<file path="src/rtl/ebs_pkg.sv">
package ebs_pkg;

  // Per-cycle control strobes issued by the sequencer
  typedef struct packed {
    logic ld;   // parallel capture of the data bus
    logic sh;   // shift the serializer one place
    logic adv;  // step the address counter
  } ebs_ctrl_t;

endpackage

</file>
<file path="src/rtl/ebs_rst_sync.sv">
module ebs_rst_sync #(
  parameter int STAGES = 2
) (
  input  logic clk,
  input  logic rst_n,
  output logic rst_sync_n
);

  logic [STAGES-1:0] chain_q;
  logic [STAGES-1:0] chain_d;

  always_comb begin
    chain_d = {chain_q[STAGES-2:0], 1'b1};
  end

  always_ff @(posedge clk or negedge rst_n) begin
    if (!rst_n) chain_q <= '0;
    else        chain_q <= chain_d;
  end

  assign rst_sync_n = chain_q[STAGES-1];

endmodule

</file>
<file path="src/rtl/ebs_sequencer.sv">
module ebs_sequencer
  import ebs_pkg::*;
#(
  parameter int DATA_W = 8
) (
  input  logic      clk,
  input  logic      rst_n,
  output ebs_ctrl_t ctrl
);

  localparam int CNT_W = (DATA_W > 1) ? $clog2(DATA_W) : 1;
  localparam logic [CNT_W-1:0] LAST = CNT_W'(DATA_W - 1);

  logic [CNT_W-1:0] cnt_q;
  logic [CNT_W-1:0] cnt_d;

  always_comb begin
    ctrl.ld  = (cnt_q == '0);
    ctrl.sh  = (cnt_q != '0);
    ctrl.adv = (cnt_q == LAST);
    if (cnt_q == LAST) cnt_d = '0;
    else               cnt_d = cnt_q + CNT_W'(1);
  end

  always_ff @(posedge clk or negedge rst_n) begin
    if (!rst_n) cnt_q <= '0;
    else        cnt_q <= cnt_d;
  end

endmodule

</file>
<file path="src/rtl/ebs_addr_counter.sv">
module ebs_addr_counter #(
  parameter int ADDR_W = 15
) (
  input  logic              clk,
  input  logic              rst_n,
  input  logic              adv,
  output logic [ADDR_W-1:0] addr
);

  logic [ADDR_W-1:0] addr_q;
  logic [ADDR_W-1:0] addr_d;

  always_comb begin
    addr_d = addr_q;
    if (adv) addr_d = addr_q + ADDR_W'(1);
  end

  always_ff @(posedge clk or negedge rst_n) begin
    if (!rst_n) addr_q <= '0;
    else        addr_q <= addr_d;
  end

  assign addr = addr_q;

endmodule

</file>
<file path="src/rtl/ebs_serializer.sv">
module ebs_serializer #(
  parameter int DATA_W = 8
) (
  input  logic              clk,
  input  logic              rst_n,
  input  logic              ld,
  input  logic              sh,
  input  logic [DATA_W-1:0] par_i,
  output logic              ser_o,
  output logic              vld_o
);

  logic [DATA_W-1:0] sreg_q;
  logic [DATA_W-1:0] sreg_d;
  logic              vld_q;
  logic              vld_d;

  always_comb begin
    sreg_d = sreg_q;
    vld_d  = vld_q;
    if (ld) begin
      sreg_d = par_i;
      vld_d  = 1'b1;
    end else if (sh) begin
      sreg_d = {sreg_q[DATA_W-2:0], 1'b0};
    end
  end

  always_ff @(posedge clk or negedge rst_n) begin
    if (!rst_n) begin
      sreg_q <= '0;
      vld_q  <= 1'b0;
    end else begin
      sreg_q <= sreg_d;
      vld_q  <= vld_d;
    end
  end

  assign ser_o = sreg_q[DATA_W-1];
  assign vld_o = vld_q;

endmodule

</file>
<file path="src/rtl/eprom_bit_streamer.sv">
module eprom_bit_streamer
  import ebs_pkg::*;
#(
  parameter int ADDR_W = 15,
  parameter int DATA_W = 8
) (
  input  logic              clk,
  input  logic              rst_n,
  output logic [ADDR_W-1:0] eprom_addr_o,
  input  logic [DATA_W-1:0] eprom_data_i,
  output logic              eprom_ce_n_o,
  output logic              eprom_oe_n_o,
  output logic              ser_data_o,
  output logic              ser_vld_o
);

  logic      rst_sync_n;
  ebs_ctrl_t ctrl;

  ebs_rst_sync #(.STAGES(2)) u_rst_sync (
    .clk        (clk),
    .rst_n      (rst_n),
    .rst_sync_n (rst_sync_n)
  );

  ebs_sequencer #(.DATA_W(DATA_W)) u_seq (
    .clk   (clk),
    .rst_n (rst_sync_n),
    .ctrl  (ctrl)
  );

  ebs_addr_counter #(.ADDR_W(ADDR_W)) u_addr (
    .clk   (clk),
    .rst_n (rst_sync_n),
    .adv   (ctrl.adv),
    .addr  (eprom_addr_o)
  );

  ebs_serializer #(.DATA_W(DATA_W)) u_ser (
    .clk   (clk),
    .rst_n (rst_sync_n),
    .ld    (ctrl.ld),
    .sh    (ctrl.sh),
    .par_i (eprom_data_i),
    .ser_o (ser_data_o),
    .vld_o (ser_vld_o)
  );

  assign eprom_ce_n_o = 1'b0;
  assign eprom_oe_n_o = 1'b0;

endmodule

</file>
<file path="config.mk">
export PLATFORM = sky130hd
export DESIGN_NAME = eprom_bit_streamer
export DESIGN_NICKNAME = d
export VERILOG_FILES = /design/src/rtl/ebs_pkg.sv /design/src/rtl/ebs_rst_sync.sv /design/src/rtl/ebs_sequencer.sv /design/src/rtl/ebs_addr_counter.sv /design/src/rtl/ebs_serializer.sv /design/src/rtl/eprom_bit_streamer.sv
export SDC_FILE = /design/constraint.sdc
export NUM_CORES = 1
export LEC_CHECK = 0
export BUFFER_PORTS_ARGS = -buffer_cell sky130_fd_sc_hd__buf_2
export CAP_MARGIN = 15
export CORE_MARGIN = 5
export CORE_UTILIZATION = 51
export DETAILED_ROUTE_END_ITERATION = 10
export GPL_ROUTABILITY_DRIVEN = 0
export PLACE_DENSITY = 0.77
export SYNTH_ARGS = -nofsm -noshare
export SYNTH_HDL_FRONTEND = slang
export SYNTH_SLANG_ARGS = --single-unit
</file>
<file path="constraint.sdc">
create_clock -name clk -period 1.13 [get_ports clk]
set_clock_uncertainty 0.05 [all_clocks]
set_input_delay 0.226 -clock clk [delete_from_list [all_inputs] [get_ports clk]]
set_output_delay 0.226 -clock clk [all_outputs]
set_load 0.05 [all_outputs]
</file>
# --- Word-level counts from Yosys, hierarchy flattened ---
# Index checks and enable logic that the tools add are counted.
totals:
  elab_cells: 14
  input_bits: 10
  reg_bits: 29
op_classes:
  add_sub_neg: 2
  n_eq_ne: 1
  mux: 3
  reduce_logical: 3
op_table:
  columns: ["operator", "count"]
  rows:
  - ["$mux 8", 2]
  - ["$add 15x1->15 const B", 1]
  - ["$add 3x1->3 const B", 1]
  - ["$eq 3x3->1 const B", 1]
  - ["$logic_not 3->1", 1]
  - ["$mux 3", 1]
  - ["$reduce_bool 3->1", 1]
  - ["$reduce_bool 2->1", 1]

# --- Longest topological paths before layout ---
depth:
  ltp_word: 3
  ltp_mapped: 7
  depth_no_buf: 6

# --- Modules after synthesis ---
# A second synthesis with hierarchy kept.
hier_totals:
  cells_unflattened: 107
  area_unflattened_um2: 1266.2
by_module_without_submodules:
  columns: ["module", "area_each_um2", "instances", "seq_area_each_um2", "cells_per_inst"]
  rows:
  - ["ebs_addr_counter", 653.1, 1, 375.4, 54]
  - ["ebs_serializer", 404.1, 1, 225.2, 36]
  - ["ebs_sequencer", 136.4, 1, 75.1, 11]
  - ["ebs_rst_sync", 53.8, 1, 50.0, 3]
  - ["eprom_bit_streamer", 18.8, 1, 0.0, 3]

# --- Least setup slack after synthesis ---
# OpenSTA, ideal clock, no wires.
synth_timing:
  path_kind: "register to register"
  start: "register u_addr.addr_q[0], in the netlist u_addr.addr[0]"
  end: "register u_addr.addr_q[14], in the netlist u_addr.addr[14]"
  path_slack_ns: -0.513
  path_stages_with_launch: 6
  period_less_slack_ns: 1.643
  t_required_ns: 0.940
  setup_ns: 0.140
  arrival_ns: 1.453
  path_cell_list: "dfrtp_1 > ha_1 > nand2_1 > nor2_1 > nand4_1 > xnor2_1"
synth_via:
  elab_chain_cells: 1
synth_rtl:
  columns: ["element", "line_no", "text"]
  rows:
  - ["start: declaration", "ebs_addr_counter.sv:10", "logic [ADDR_W-1:0] addr_q;"]
  - ["start signal: assignment", "ebs_addr_counter.sv:20", "else addr_q <= addr_d;"]
  - ["$add 15x1->15", "ebs_addr_counter.sv:15", "if (adv) addr_d = addr_q + ADDR_W'(1);"]
# Every way passes these cells.
# A chain may end at the register's enable or synchronous reset.

# --- Worst setup path after layout ---
layout_timing:
  start: "register u_seq.cnt_q[1]"
  end: "register u_addr.addr_q[10], in the netlist u_addr.addr[10]"
layout_via:
  elab_chain_cells: 1
layout_rtl:
  columns: ["element", "line_no", "text"]
  rows:
  - ["start: declaration", "ebs_sequencer.sv:14", "logic [CNT_W-1:0] cnt_q;"]
  - ["start signal: assignment", "ebs_sequencer.sv:27", "else cnt_q <= cnt_d;"]
  - ["$eq 3x3->1", "ebs_sequencer.sv:20", "ctrl.adv = (cnt_q == LAST);"]
# Every way passes these cells.

==> summary.md <==
| Metric | Value |
|---|---|
| Result of the run | complete, but fails checks |
| Violated checks | setup timing |
| Fin crit share | 137.1% |
| Maximum fanout along the worst path | 5 |
| Via count of the first global-routing pass | 1086 |
| Layout overhead on the synthesized area | 74.82% |
| Synthesized area per cell | 13.21 um^2 |
| FP Rows | 17 |
| Wire length reported by the detailed router | 4346 um |
| Global-route wire length before repair | 5478 um |
| Port Buf Inserts | 26 |
| RSZ-0062 raised after global routing | true |
| Number of buffers and inverters on the critical path | 1 |
| Overall global routing resource usage | 23.08% |
| Maximum clock insertion buffer count | 2 |
| Total number of H-tree levels | 2 |
| Most frequent cells in the layout | 33 x sky130_fd_sc_hd__buf_4, 21 x sky130_fd_sc_hd__dfrtp_1, 19 x sky130_fd_sc_hd__buf_6 |
| Main combinational cell family by area after synthesis | simple AND/OR/NAND/NOR gates |
| CTS buffer count | 5 |
| GR Overflow Total | 0 |
| Achievable frequency | 645.3 MHz |
| Final Setup Violations | 41 |
| Cells traversed along the worst timing path | ha_4 > ha_4 > buf_4 > nand4_4 > nor3_2 > xor2_1 |
| Gate count after technology mapping | 91 |
| Final slew viol count | 0 |
| Net total in the final layout | 180 |
| Total die area | 3429 um^2 |
| Starting density of the core | 53.84% |
| Mux share of post-synthesis cell area | 7.492% |
| Final antenna-violating net count | 0 |
| Fin. Hold Viols | 0 |
| CP Data Required Time | 1.33 ns |
| Worst Setup Start Kind | flip-flop |
| Via count | 1058 |
| Synth unique cells | 24 |
| Wire length per cell after detailed routing | 22.29 um |
| Kind of critical path | reg -> reg |
| Standard cell core area | 2233 um^2 |
| Maximum cell stage delay along the critical path | 0.43 ns |
| Clock-pin slew on the worst setup and hold paths | 0.10 ns |
| Worst path setup slack after routing | -0.4197 ns |
| Synthesized-area fraction occupied by ao, oa, aoi and oai cells | 0% |
| Data arrival time of the critical path | 1.75 ns |
| Initial antenna violation count | 0 |
| Most common cell after layout, fill and taps aside | sky130_fd_sc_hd__buf_4 |
| Worst hold slack after final layout | 0.07279 ns |
| Period minus WS final | 1.550 ns |
| Share of final-layout standard cells stronger than drive strength 1 | 68.26% |
| Top-level I/O count | 29 |
| 1st-iter DRT viols | 48 |
| Die boundary height | 58.56 um |
| Maximum number of pins on one net before global-route repair | 28 |
| Max rail drop VDD | 0.001749 V |
| Number of storage elements in the synthesis netlist | 29 |
| Worst setup EP type | flip-flop |
| Total power divided by cell area | 972.5 nW/um^2 |
| Number of maximum-capacitance violations | 0 |
| Leakage Power | 1.053 nW |
| Synth warnings | 0 |
| Critical path's top delay family | flip-flops |
| Post-synthesis cell area | 1202 um^2 |
| Root buffer cell | sky130_fd_sc_hd__clkbuf_4 |
| Seq/Total Area, Yosys | 60.35% |
| Number of antenna diodes | 0 |
| Synth Area in Adders | 4.162% |
| Detailed-router iteration count before antenna repair | 4 |
| Worst-skew pair later-pin latency | 0.33 ns |
| Post-Synth XOR/XNOR Area | 10.82% |
| Clock sink count | 29 |
| CP max stage cell | sky130_fd_sc_hd__dfrtp_1 |
| Width of the chip | 58.56 um |
| Detail Placement HPWL | 1554 um |
| Worst setup slack before clock tree synthesis | -0.4331 ns |
| Most used cell along the critical path | sky130_fd_sc_hd__ha_4 |
| Simple logic cell fraction of the synthesized area | 13.32% |
| Detail-routed via count per cell | 5.426 |
| Number of design rule violations left after detail routing | 0 |
| Tightest Hold Check Type | in -> reg |
| TritonCTS clock tree | done |
through the flow:
step           cells  power, mW  setup TNS (ns)  area, um^2  utilization [%]
6_report         195      2.044          -9.680        2102            94.12
5_1_grt          195      2.132          -11.73        2102            94.12
4_1_cts          186      2.051          -8.033        1948            87.23
3_5_place_dp     156      1.146          -7.193        1490            66.72
3_3_place_gp     156      1.145          -5.880        1490            66.72
2_1_floorplan     92      1.125          -4.886        1254                -
Yosys cell counts:
master                    instances  area, um^2
sky130_fd_sc_hd__dfrtp_1         29       725.7
sky130_fd_sc_hd__xnor2_1         10       87.58
sky130_fd_sc_hd__mux2_2           8       90.09
sky130_fd_sc_hd__nand3_1          6       30.03
sky130_fd_sc_hd__ha_1             4       50.05
sky130_fd_sc_hd__nand4_1          4       25.02
sky130_fd_sc_hd__buf_4            3       22.52
sky130_fd_sc_hd__inv_1            3       11.26
sky130_fd_sc_hd__nand2_1          3       11.26
sky130_fd_sc_hd__nor2_1           3       11.26
sky130_fd_sc_hd__xor2_1           3       26.28
sky130_fd_sc_hd__conb_1           2       7.510
sky130_fd_sc_hd__nor2_2           2       12.51
sky130_fd_sc_hd__and2_1           1       6.260
sky130_fd_sc_hd__and3_1           1       6.260
sky130_fd_sc_hd__buf_2            1       5.000
sky130_fd_sc_hd__nand2_2          1       6.260
sky130_fd_sc_hd__nand3_2          1       10.01
sky130_fd_sc_hd__nand4_2          1       12.51
sky130_fd_sc_hd__nor2b_1          1       6.260
sky130_fd_sc_hd__nor3_1           1       5.000
sky130_fd_sc_hd__or2_2            1       6.260
sky130_fd_sc_hd__or3_4            1       11.26
sky130_fd_sc_hd__xnor2_2          1       16.27
power breakdown:
part / internal (mW) / leakage, nW / switching (mW)
sequential: 1.04 / 0.375 / 0.00185
clock: 0.528 / 0.0455 / 0.381
combinational: 0.0358 / 0.632 / 0.0539
total: 1.61 / 1.05 / 0.437
layout make-up:
type | instances | area [um^2]
repair buffers | 71 | 656.9
fillers | 64 | 131.4
multi-input cells | 56 | 578.1
inverters | 3 | 11.26
well taps | 28 | 35.03
clock inverters | 1 | 30.03
clock buffers | 7 | 55.05
flip-flops and latches | 29 | 735.7
flip-flops by register name (all words and copies together) (netlist names):
signal,count
u_addr.addr,15
u_rst_sync.chain_q,2
u_seq.cnt_q,3
u_ser.sreg_q,8
u_ser.vld_o,1
layer usage:
metal	vias to the layer above	global-route usage (%)	wire length (um)
met5	-	0	0
met2	57	39.55	2365
met4	0	13.91	168
li1	446	-	-
met3	12	5.702	263
met1	543	25.68	1549
logic make-up (layout without fill, tap and decap cells):
group	after synthesis	count (layout)
xor+xnor	14	14
mux	8	8
flops	29	29
other cells	2	3
simple gates	27	27
buf+inv	7	82
fa+ha+maj	4	4
worst register-to-register path, stage by stage (launching register included):
cell                      delay [ns]
sky130_fd_sc_hd__dfrtp_1        0.43
sky130_fd_sc_hd__ha_4           0.17
sky130_fd_sc_hd__ha_4           0.18
sky130_fd_sc_hd__buf_4          0.14
sky130_fd_sc_hd__nand4_4        0.14
sky130_fd_sc_hd__nor3_2         0.20
sky130_fd_sc_hd__xor2_1         0.17
path summary, 6_finish.rpt:
check / start / end / slack [ns] / cells after the start
setup / recovery: u_seq.cnt_q[1] / u_addr.addr[10] / -0.42 / 6
hold / removal: eprom_data_i[7] / u_ser.sreg_q[7] / 0.07 / 2
setup reg to reg: u_seq.cnt_q[1] / u_addr.addr[10] / -0.42 / 6
hold reg to reg: u_rst_sync.chain_q[1] / u_ser.sreg_q[6] / 0.20 / 1
max in group asynchronous: u_rst_sync.chain_q[1] / u_addr.addr[7] / 0.55 / 1
min in group asynchronous: rst_n / u_rst_sync.chain_q[1] / 0.16 / 2
what timing repair did:
| item | in CTS | in global routing |
|---|---|---|
| cloned | 0 | 1 |
| resized for setup | 55 | 18 |
| hold endpoints to repair | 2 | 0 |
| setup endpoints to repair | 41 | 41 |
| buffers inserted | 21 | 10 |
| hold buffers | 1 | 0 |
| pin swaps | 2 | 7 |
(Power assumes the default switching activity.)
